### src/rtl/signmag_sub_pkg.sv
package signmag_sub_pkg;

  // Difference bit of a one-bit subtract.
  function automatic logic cell_diff(input logic m, input logic s, input logic b);
    return m ^ s ^ b;
  endfunction

  // Borrow leaving a one-bit subtract.
  function automatic logic cell_borrow(input logic m, input logic s, input logic b);
    return (~m & s) | (~(m ^ s) & b);
  endfunction

endpackage

### src/rtl/borrow_cell.sv
module borrow_cell
  import signmag_sub_pkg::*;
(
  input  logic m_bit,
  input  logic s_bit,
  input  logic b_in,
  output logic d_bit,
  output logic b_out
);

  assign d_bit = cell_diff(m_bit, s_bit, b_in);
  assign b_out = cell_borrow(m_bit, s_bit, b_in);

  // Arithmetic balance: m - s - b == d - 2*bout, rearranged to be unsigned.
  logic [1:0] lhs_sum;
  logic [1:0] rhs_sum;
  always_comb begin
    lhs_sum = {1'b0, m_bit} + {b_out, 1'b0};
    rhs_sum = {1'b0, s_bit} + {1'b0, b_in} + {1'b0, d_bit};
    AST_CELL_BALANCE: assert (lhs_sum == rhs_sum) else $error("cell balance broken");
  end

endmodule

### src/rtl/borrow_chain.sv
module borrow_chain #(
  parameter int WIDTH = 8
) (
  input  logic [WIDTH-1:0] m_i,
  input  logic [WIDTH-1:0] s_i,
  input  logic             b_i,
  output logic [WIDTH-1:0] raw_o,
  output logic             b_o
);

  logic [WIDTH:0] brw;
  assign brw[0] = b_i;

  for (genvar i = 0; i < WIDTH; i++) begin : g_cell
    borrow_cell u_cell (
      .m_bit (m_i[i]),
      .s_bit (s_i[i]),
      .b_in  (brw[i]),
      .d_bit (raw_o[i]),
      .b_out (brw[i+1])
    );
  end

  assign b_o = brw[WIDTH];

  always_comb begin
    if (m_i == s_i && !b_i) begin
      AST_CHAIN_ZERO: assert (!b_o && raw_o == '0) else $error("equal operands not zero");
    end
  end

endmodule

### src/rtl/magnitude_fix.sv
module magnitude_fix #(
  parameter int WIDTH = 8
) (
  input  logic [WIDTH-1:0] raw_i,
  input  logic             wrap_i,
  output logic [WIDTH-1:0] mag_o,
  output logic             neg_o
);

  function automatic logic [WIDTH-1:0] negate(input logic [WIDTH-1:0] v);
    return ~v + WIDTH'(1);
  endfunction

  logic [WIDTH-1:0] negated;
  assign negated = negate(raw_i);
  assign mag_o   = wrap_i ? negated : raw_i;
  assign neg_o   = wrap_i;

  logic [WIDTH-1:0] cancel_sum;
  always_comb begin
    cancel_sum = raw_i + mag_o;
    if (wrap_i) begin
      AST_FIX_CANCEL: assert (cancel_sum == '0) else $error("correction not a complement");
    end
  end

endmodule

### src/rtl/signmag_subtractor.sv
module signmag_subtractor #(
  parameter int WIDTH = 8
) (
  input  logic [WIDTH-1:0] minuend,
  input  logic [WIDTH-1:0] subtrahend,
  input  logic             borrow_in,
  output logic [WIDTH-1:0] magnitude,
  output logic             negative,
  output logic             borrow_out
);

  localparam int WIDE = WIDTH + 1;

  logic [WIDTH-1:0] raw_diff;
  logic             chain_borrow;

  borrow_chain #(.WIDTH(WIDTH)) u_chain (
    .m_i   (minuend),
    .s_i   (subtrahend),
    .b_i   (borrow_in),
    .raw_o (raw_diff),
    .b_o   (chain_borrow)
  );

  magnitude_fix #(.WIDTH(WIDTH)) u_fix (
    .raw_i  (raw_diff),
    .wrap_i (chain_borrow),
    .mag_o  (magnitude),
    .neg_o  (negative)
  );

  assign borrow_out = chain_borrow;

  logic [WIDE-1:0] take_wide;
  logic [WIDE-1:0] rebuilt_wide;
  always_comb begin
    take_wide    = WIDE'(subtrahend) + WIDE'(borrow_in);
    rebuilt_wide = WIDE'(magnitude) + take_wide;
    AST_BORROW_ORDER: assert (borrow_out == (WIDE'(minuend) < take_wide)) else $error("borrow order");
    AST_SIGN_IS_BORROW: assert (negative == borrow_out) else $error("sign mismatch");
    if (!borrow_out) begin
      AST_NO_BORROW_DIFF: assert (rebuilt_wide == WIDE'(minuend)) else $error("plain difference");
    end
  end

endmodule

### config.mk
export PLATFORM = sky130hd
export DESIGN_NAME = signmag_subtractor
export DESIGN_NICKNAME = d
export VERILOG_FILES = /design/src/rtl/signmag_sub_pkg.sv /design/src/rtl/borrow_cell.sv /design/src/rtl/borrow_chain.sv /design/src/rtl/magnitude_fix.sv /design/src/rtl/signmag_subtractor.sv
export SDC_FILE = /design/constraint.sdc
export NUM_CORES = 1
export LEC_CHECK = 0
export ABC_AREA = 1
export BUFFER_PORTS_ARGS = -buffer_cell sky130_fd_sc_hd__buf_2
export CAP_MARGIN = 5
export CORE_MARGIN = 5
export CORE_UTILIZATION = 30
export DETAILED_ROUTE_END_ITERATION = 8
export MAX_ROUTING_LAYER = met4
export PLACE_DENSITY_LB_ADDON = 0.25
export SLEW_MARGIN = 10
export SYNTH_ARGS = -nofsm -noshare
export SYNTH_HDL_FRONTEND = slang
export SYNTH_SLANG_ARGS = --single-unit
### constraint.sdc
create_clock -name vclk -period 8.8
set_clock_uncertainty 0.1 [all_clocks]
set_input_delay 0.44 -clock vclk [all_inputs]
set_output_delay 0.44 -clock vclk [all_outputs]
set_load 0.01 [all_outputs]
Word-level counts from Yosys, hierarchy flattened

Cells that the tools add are included.

Memory bits (writable): 0
Input port bits: 17
ROM bits: 0
Output and inout bits: 10
Bits in latches: 0
Memories kept: 0
Logic and storage cells: 59
Bits in registers: 0

$lt $le $gt $ge: 0
$add $sub $neg: 1
Divide/modulo/power cells: 0
Multipliers: 0
Bitwise gates (word level): 57
Reduce and logical (&&, ||, !) cells: 0
Shifts and indexed selects: 0
Eq/ne operators: 0
Mux-type cells: 1

Operators by type and width:

| operator            | number |
|---|---|
| $and 1x1->1         | 16 |
| $not 1->1           | 16 |
| $xor 1x1->1         | 16 |
| $add 8x1->8 const B | 1 |
| $mux 8              | 1 |
| $not 8->8           | 1 |
| $or 1x1->1          | 8 |

Longest topological paths before layout

Gate-level depths: netlist of run 1.

Depth in word-level cells: 20
Gate-level depth with buffers: 18
Mapped depth without buffers: 18

By module

From an unflattened synthesis of run 1, not the netlist that was laid out.

Cell total of the unflattened synthesis: 72
Area total of the unflattened synthesis: 452.9 µm²

By module, submodules not included:

| module        | area each (µm²) | cells an instance | sequential area each (µm²) | instances |
|---|---|---|---|---|
| borrow_cell   | 31.3            | 4                 | 0.0                        | 8 |
| magnitude_fix | 202.7           | 40                | 0.0                        | 1 |

Worst setup path before layout of run 1

OpenSTA, ideal clock, no wires.

Path type: input to output
Start: input minuend[0]
End: output magnitude[3]
Path slack: 4697 ps
Cell stages on the path: 13
Path buffers: 0
Data arrival time: 3563 ps
Data required time: 8260 ps
Path through: inv_1 fa_1 inv_1 fa_1 fa_1 fa_1 inv_1 fa_1 fa_1 fa_1 fa_1 nand2_1 xor2_1

Cells in the longest elaborated chain, start to end: 19
Elaborated cells between the ends (all ways): 27
Those cells by class: add/sub: 1; mux: 1; bitwise: 25

RTL lines:

| what               | RTL line                | source |
|---|---|---|
| start: declaration | signmag_subtractor.sv:4 | `input logic [WIDTH-1:0] minuend,` |
| $xor 1x1->1        | signmag_sub_pkg.sv:10   | `return (~m & s) \| (~(m ^ s) & b);` |
| $not 1->1          | signmag_sub_pkg.sv:10   |  |
| $and 1x1->1        | signmag_sub_pkg.sv:10   |  |
| $or 1x1->1 *       | signmag_sub_pkg.sv:10   |  |
| $and 1x1->1 *      | signmag_sub_pkg.sv:10   |  |
| $or 1x1->1 *       | signmag_sub_pkg.sv:10   |  |
| $and 1x1->1 *      | signmag_sub_pkg.sv:10   |  |
| $or 1x1->1 *       | signmag_sub_pkg.sv:10   |  |
| [4 not listed]     | --                      |  |
| $and 1x1->1 *      | signmag_sub_pkg.sv:10   |  |
| $or 1x1->1 *       | signmag_sub_pkg.sv:10   |  |
| $and 1x1->1 *      | signmag_sub_pkg.sv:10   |  |
| $or 1x1->1 *       | signmag_sub_pkg.sv:10   |  |
| $and 1x1->1 *      | signmag_sub_pkg.sv:10   |  |
| $or 1x1->1 *       | signmag_sub_pkg.sv:10   |  |
| via borrow_out     | signmag_subtractor.sv:9 | `output logic borrow_out` |
| $mux 8 *           | magnitude_fix.sv:16     | `assign mag_o = wrap_i ? negated : raw_i;` |
| end: declaration   | signmag_subtractor.sv:7 | `output logic [WIDTH-1:0] magnitude,` |

Mark *: on every way through the listed nets, which the timed path passes. The rest lies on a longest branch.

Worst setup path after layout of run 1

Start: input minuend[0]
End: output magnitude[7]

Cells in the longest elaborated chain, start to end: 20
Elaborated cells between the ends (all ways): 31
Those cells by class: add/sub: 1; mux: 1; bitwise: 29

RTL lines:

| what           | RTL line                                    | source |
|---|---|---|
| $xor 1x1->1    | signmag_sub_pkg.sv:5, signmag_sub_pkg.sv:10 |  |
| $not 1->1      | signmag_sub_pkg.sv:10                       |  |
| $and 1x1->1    | signmag_sub_pkg.sv:10                       |  |
| $or 1x1->1     | signmag_sub_pkg.sv:10                       |  |
| $and 1x1->1    | signmag_sub_pkg.sv:10                       |  |
| $or 1x1->1     | signmag_sub_pkg.sv:10                       |  |
| $and 1x1->1    | signmag_sub_pkg.sv:10                       |  |
| $or 1x1->1     | signmag_sub_pkg.sv:10                       |  |
| [4 not listed] | --                                          |  |
| $and 1x1->1    | signmag_sub_pkg.sv:10                       |  |
| $or 1x1->1     | signmag_sub_pkg.sv:10                       |  |
| $and 1x1->1    | signmag_sub_pkg.sv:10                       |  |
| $or 1x1->1     | signmag_sub_pkg.sv:10                       |  |
| $xor 1x1->1    | signmag_sub_pkg.sv:5                        | `return m ^ s ^ b;` |
| $not 8->8      | magnitude_fix.sv:11                         | `return ~v + WIDTH'(1);` |
| $add 8x1->8    | magnitude_fix.sv:11                         |  |
| $mux 8 *       | magnitude_fix.sv:16                         |  |

Mark *: on every way between the ends. The rest lies on a longest branch, timed or not.

==> results.cfg, run 1 <==
[synthesis]
synth_area_sq_um = 410
synthMostInstantiatedCell = inv_1
avgSynthCellArea_sq_um = 6.41
synth_nets = 90
synthDominantCellAreaShare_pct = 39.0
syn_inst = 64
synth_top_area_cell = fa_1
ys_seq_area_share_pct = 0
yosysWarnings = 0
yosysUniqueCellTypes = 9
synthTopCellsByArea = fa_1, inv_1, nand2_1
synth_common_cells = inv_1, nand2_1, fa_1, nand3_1, xor2_1

[clock_network]
post_cts_buffers = 0
cts_resized = 0
cts_hold_buf = 0

[die]
start_util_pct = 31.5
io_pins = 27
die_w_microns = 47.0
die_h_microns = 47.0
row_count = 13
core_area_sq_um = 1300
dieArea_sq_um = 2210

[place]
place_congestion = 0.662
dp.cells = 104
place_area_sq_um = 549
port_buffers = 27
hpwlAfterDp_microns = 767

[grt]
grtUsageTotal_pct = 8.37
gr-total-overflow = 0
antenna_found_initial = 0
grt_pass1_vias = 370
grt_max_degree = 11
grt_pass1_wl_microns = 1380

[timing]
fin_crit_sh_pct = 49.7
hold_slack_ns = 1.23
fin_tns_setup_ns = 0
max_freq_mhz = 228
finalSetupViolations = 0
worstMarginPinSlew_ns = 0.317
fin_crit_ns = 4.38
rsz0062_at_grt = no
slew_viol_final = 0
slew-limit-headroom_pct = 78.8
final_hold_viol_count = 0

[cells_and_area]
drive_gt1_share_pct = 30.3
stdcell_area_sq_um = 549
syn2layout_area_growth_pct = 33.8
final_nets = 117
seq_cell_count = 0
final_cells = 104
ff_latch_area_sq_um = 0
n_clock_buffer = 0
antenna_cells = 0

[setup_path]
arrival_ns = 3.84
path_class = in -> out
path_cells = buf_2, inv_1, fa_1, inv_1, fa_1, fa_1, fa_1, inv_1, fa_1, fa_1, fa_1, fa_1, nand2_1, nand2_1, nand2_1, nand2_1, inv_1, buf_2
path_common_cell = fa_1
crit_fanout = 10
worstSetupEndpointType = output port
worstPathRequired_ns = 8.26
cp_slowest_cell = fa_1
startpoint_type = primary input
cp_slowest_stage_delay_ns = 0.53

[detailed_routing]
dr.pass1.iters = 2
drt-wirelength-per-cell_microns = 7.63
via_per_inst = 4.01
detail-route-antenna-nets = 0
drt-initial-drc-count = 2
drc = 0
routed_wirelength_microns = 793
vias = 417

[power]
ir_drop_mv = 0.0334
p_leak_uw = 0.000378
power.density_nw_per_um2 = 107

[run_status]
status = finished clean

[hold_path]
min_path_type = in -> out

[run]
cap_viol_max_count = 0
per-layer routing:
layer / part of all wire [%] / track usage (%)
met1: 43 / 10.6
met2: 48 / 15.4
met3: 8.8 / 0.383
met4: 0 / 0
met5: 0 / -
placed cells by master, fill, tap and decap left out:
| cell | instances |
|---|---|
| xor2_1 | 3 |
| inv_1 | 25 |
| o21ai_0 | 2 |
| ha_1 | 1 |
| nand2_1 | 17 |
| buf_2 | 27 |
| fa_1 | 8 |
| nor2_1 | 1 |
| nand3_1 | 5 |
area by class of cell:
| class | instances | area [sq um] |
|---|---|---|
| inverters | 25 | 93.8 |
| fillers | 157 | 752 |
| repair buffers | 27 | 135 |
| well taps | 15 | 18.8 |
| multi-input cells | 37 | 302 |
stage by stage:
stage               power [uW]  setup WS [ns]  utilization [%]
CTS                       60.2           4.39             42.2
global placement          59.2           4.43             42.2
global route              67.9           4.14             42.2
floorplan                 40.8           4.70                -
detailed placement        59.9           4.40             42.2
finish                    58.7           4.42             42.2
logic make-up after synthesis:
kind of cell	after synthesis	share of synthesized area [%]
buffers and inverters	27	26.5
AND/OR/NAND/NOR	23	22.6
adder cells (fa/ha/maj)	9	42.1
XOR/XNOR	3	6.40
AO/OA/AOI/OAI	2	2.44
worst max-delay path, delay by kind of cell:
kind | cells | cell delay (ns)
adders and majority gates | 8 | 2.61
buffers and inverters | 6 | 0.39
and+or+nand+nor | 4 | 0.38
report_power, final:
| group | leakage, uW | switching [uW] | internal, uW | total, uW |
|---|---|---|---|---|
| Combinational | 0.000378 | 33.1 | 25.6 | 58.7 |
| Clock | 0 | 0 | 0 | 0 |
| Sequential | 0 | 0 | 0 | 0 |
| Total | 0.000378 | 33.1 | 25.6 | 58.7 |
final timing paths:
check,startpoint,to,slack (ns),depth (start not counted)
worst max-delay path,minuend[0],magnitude[7],4.42,18
worst min-delay path,borrow_in,magnitude[0],1.23,4
No activity file was read; power rests on OpenSTA's default activity.
==> run 2, diff against run 1 <==
==> constraint.sdc (replaced) <==
create_clock -name vclk -period 4.2
set_clock_uncertainty 0.1 [all_clocks]
set_input_delay 0.21 -clock vclk [all_inputs]
set_output_delay 0.21 -clock vclk [all_outputs]
set_load 0.01 [all_outputs]
==> results.cfg, run 2 (synthesis results as in run 1) <==
[run_status]
status = finished clean

[power]
power.density_nw_per_um2 = 224
seqPwrFrac_pct = 0
p_leak_uw = 0.000378
p_comb_share_pct = 100.0
p_clk_share_pct = 0
power.switching_uw = 69.4
p_sw_share_pct = 56.5
ir_drop_mv = 0.0837
p_total_uw = 123
internal-power_uw = 53.4

[die]
row_count = 13
die_h_microns = 47.0
io_pins = 27
die_w_microns = 47.0
start_util_pct = 31.5
dieArea_sq_um = 2210
core_area_sq_um = 1300

[detailed_routing]
drc = 0
drt-initial-drc-count = 1
detail-route-antenna-nets = 0
vias = 417
routed_wirelength_microns = 836
dr.pass1.iters = 2
drt-wirelength-per-cell_microns = 8.04
via_per_inst = 4.01

[clock_network]
post_cts_buffers = 0
cts_hold_buf = 0
cts_resized = 0

[timing]
slew-limit-headroom_pct = 79.2
fin_crit_sh_pct = 93.0
fin_crit_ns = 3.91
rsz0062_at_grt = no
slew_viol_final = 0
fin_tns_setup_ns = 0
max_freq_mhz = 256
finalSetupViolations = 0
worstMarginPinSlew_ns = 0.311
final_hold_viol_count = 0

[cells_and_area]
final_nets = 117
drive_gt1_share_pct = 30.3
seq_cell_count = 0
syn2layout_area_growth_pct = 33.8
n_clock_buffer = 0
ff_latch_area_sq_um = 0
final_cell_mix = buf_2, inv_1, nand2_1
stdcell_area_sq_um = 549
fillers = 158
final_cells = 104
final_common_cell = buf_2
antenna_cells = 0

[grt]
grt.busiest_layer = met2
grt_pass1_vias = 416
use_met1_pct = 12.7
use_met3_pct = 0
gr-total-overflow = 0
antenna_found_initial = 0
grtUsageTotal_pct = 9.32
grt_pass1_wl_microns = 1530
grt_max_degree = 11
gr-usage-met2_pct = 16.5

[place]
place_area_sq_um = 549
port_buffers = 27
dp.cells = 104
hpwlAfterDp_microns = 808
place_congestion = 0.692

[run]
cap_viol_max_count = 0

[setup_path]
crit_end = magnitude[7]
worstPathRequired_ns = 3.89
startpoint_type = primary input
worstSetupStartpoint = minuend[0]
crit_fanout = 10
worstSetupEndpointType = output port
arrival_ns = 3.60
path_class = in -> out

[hold_path]
min_path_type = in -> out
## run 2: cell counts in the layout (fill, tap and decap cells not counted)
Identical to the previous run, type by type.
## run 2: layout make-up
type	count	area, sq um	share of cell area, %
Inverter	25	93.8	17.1
Tap cell	15	18.8	3.42
Multi-Input combinational cell	37	302	54.9
Timing Repair Buffer	27	135	24.6
## run 2: worst min path at each step
stage,from,end,slack (ns),cells past startpoint
final,borrow_in,magnitude[0],0.78,4
after global routing,borrow_in,magnitude[0],0.83,4
after CTS,borrow_in,magnitude[0],0.79,4
after detailed placement,borrow_in,magnitude[0],0.79,4
after global placement,borrow_in,magnitude[0],0.78,4
after floorplan,minuend[2],magnitude[2],0.65,3
## run 2: layer usage
layer / part of all wire, % / wire length [microns]
met1: 42 / 355
met2: 50 / 421
met3: 7.1 / 59
met4: 0 / 0
met5: 0 / 0
## run 2: per-stage QoR
step / worst slack (ns) / hold WS [ns] / util [%]
2_1_floorplan: 0.557 / 0.646 / -
3_5_place_dp: 0.258 / 0.788 / 42.2
6_report: 0.294 / 0.783 / 42.2
3_3_place_gp: 0.289 / 0.775 / 42.2
5_1_grt: 0.0154 / 0.834 / 42.2
4_1_cts: 0.259 / 0.788 / 42.2
## run 2: critical path, cell delays in order
cell and delay [ns]:
buf_2 0.08, inv_1 0.05, fa_1 0.40, inv_1 0.07, fa_1 0.17, fa_1 0.18
fa_1 0.16, inv_1 0.05, fa_1 0.37, fa_1 0.39, fa_1 0.40, fa_1 0.53
nand2_1 0.21, nand2_1 0.07, nand2_1 0.06, nand2_1 0.04, inv_1 0.04, buf_2 0.11
## run 2: power by group through the flow
stage	Combinational (uW)	Clock, uW	Sequential, uW
after floorplan	85.4	0	0
after global placement	123	0	0
after detailed placement	126	0	0
after CTS	126	0	0
after global routing	144	0	0
final	123	0	0
==> run 3, diff against run 2 <==
==> constraint.sdc (replaced) <==
create_clock -name vclk -period 3.58
set_clock_uncertainty 0.1 [all_clocks]
set_input_delay 0.179 -clock vclk [all_inputs]
set_output_delay 0.179 -clock vclk [all_outputs]
set_load 0.01 [all_outputs]
==> results.cfg, run 3 (synthesis results as in run 1) <==
[power]
p_total_uw = 174
ir_drop_mv = 0.105
power.density_nw_per_um2 = 273
p_leak_uw = 0.000396

[place]
port_buffers = 27
place_congestion = 0.761
place_ws_ns = -0.188
hpwlAfterDp_microns = 806

[cells_and_area]
ff_latch_area_sq_um = 0
syn2layout_area_growth_pct = 55.5
seq_cell_count = 0
final_nets = 121
n_clock_buffer = 0
final_cell_mix = buf_2, inv_1, nand2_1
drive_gt1_share_pct = 53.8
antenna_cells = 0
final_common_cell = buf_2

[timing]
final_hold_viol_count = 0
slew-limit-headroom_pct = 85.1
max_freq_mhz = 282
fin_crit_ns = 3.54
worstMarginPinSlew_ns = 0.223
setup_slack_ns = 0.0378
fin_tns_setup_ns = 0
rsz0062_at_grt = yes
finalSetupViolations = 0
slew_viol_final = 0
fin_crit_sh_pct = 98.9

[die]
start_util_pct = 31.5
dieArea_sq_um = 2210
core_area_sq_um = 1300
die_h_microns = 47.0
row_count = 13
io_pins = 27
die_w_microns = 47.0

[grt]
grtUsageTotal_pct = 8.51
gr-total-overflow = 0
grt_pass1_wl_microns = 1430
antenna_found_initial = 0
grt_pass1_vias = 388
grt_max_degree = 9

[setup_path]
cp_slowest_stage_delay_ns = 0.45
startpoint_type = primary input
crit_end = magnitude[4]
worstSetupEndpointType = output port
worstSetupStartpoint = minuend[0]
arrival_ns = 3.26
cp_slowest_cell = fa_2
crit_fanout = 8
path_class = in -> out
path_cells = buf_6, inv_2, fa_2, inv_2, fa_2, fa_2, fa_2, inv_2, fa_2, fa_2, fa_2, fa_2, nand2_2, xor2_1, inv_1, buf_2
cp_num_cells = 16
cp_top_family = adder cells
path_buf_inv = 6
worstPathRequired_ns = 3.30
path_common_cell = fa_2

[hold_path]
min_path_type = in -> out

[detailed_routing]
drt-wirelength-per-cell_microns = 8.28
detail-route-antenna-nets = 0
drt-initial-drc-count = 1
vias = 440
drc = 0
dr.pass1.iters = 2
routed_wirelength_microns = 894
via_per_inst = 4.07

[run]
cap_viol_max_count = 0

[run_status]
status = finished clean
run 3: per-stage QoR:
step,instances,area [sq um],hold slack [ns],util (%)
after floorplan,64,413,0.535,-
after global placement,107,574,0.710,44.1
after detailed placement,107,574,0.718,44.1
after CTS,108,608,0.731,46.7
after global routing,108,638,0.769,49.0
final,108,638,0.726,49.0
run 3: repair_timing:
item / CTS / global route
resized for setup: 14 / 9
endpoints found under the hold margin: 0 / 0
pin swaps: 1 / 5
setup endpoints to repair: 7 / 9
setup buffers: 1 / 0
hold buffers: 0 / 0
run 3: final cells by class:
class | count | area [sq um]
Fill cell | 153 | 663
Inverter | 25 | 93.8
Multi-Input combinational cell | 37 | 348
Tap cell | 15 | 18.8
Timing Repair Buffer | 31 | 178
run 3: routing by layer:
layer	track usage, %	routed length, microns	share of wire (%)
met1	9.89	340	38
met2	16.8	486	54
met3	0.383	67	7.5
met4	0	0	0
met5	-	0	0
run 3: worst min path at each step:
stage                   from      endpoint  slack (ns)  cells after the start
2_1_floorplan  subtrahend[7]    borrow_out        0.54                      1
3_3_place_gp       borrow_in  magnitude[0]        0.71                      4
3_5_place_dp       borrow_in  magnitude[0]        0.72                      4
4_1_cts            borrow_in  magnitude[0]        0.73                      4
5_1_grt            borrow_in  magnitude[0]        0.77                      4
6_report           borrow_in  magnitude[0]        0.73                      4
run 3: where the power goes:
part	leakage [uW]	switching (uW)	internal, uW	total (uW)
clock network	0	0	0	0
logic	0.000396	93.0	81.4	174
registers	0	0	0	0
total	0.000396	93.0	81.4	174
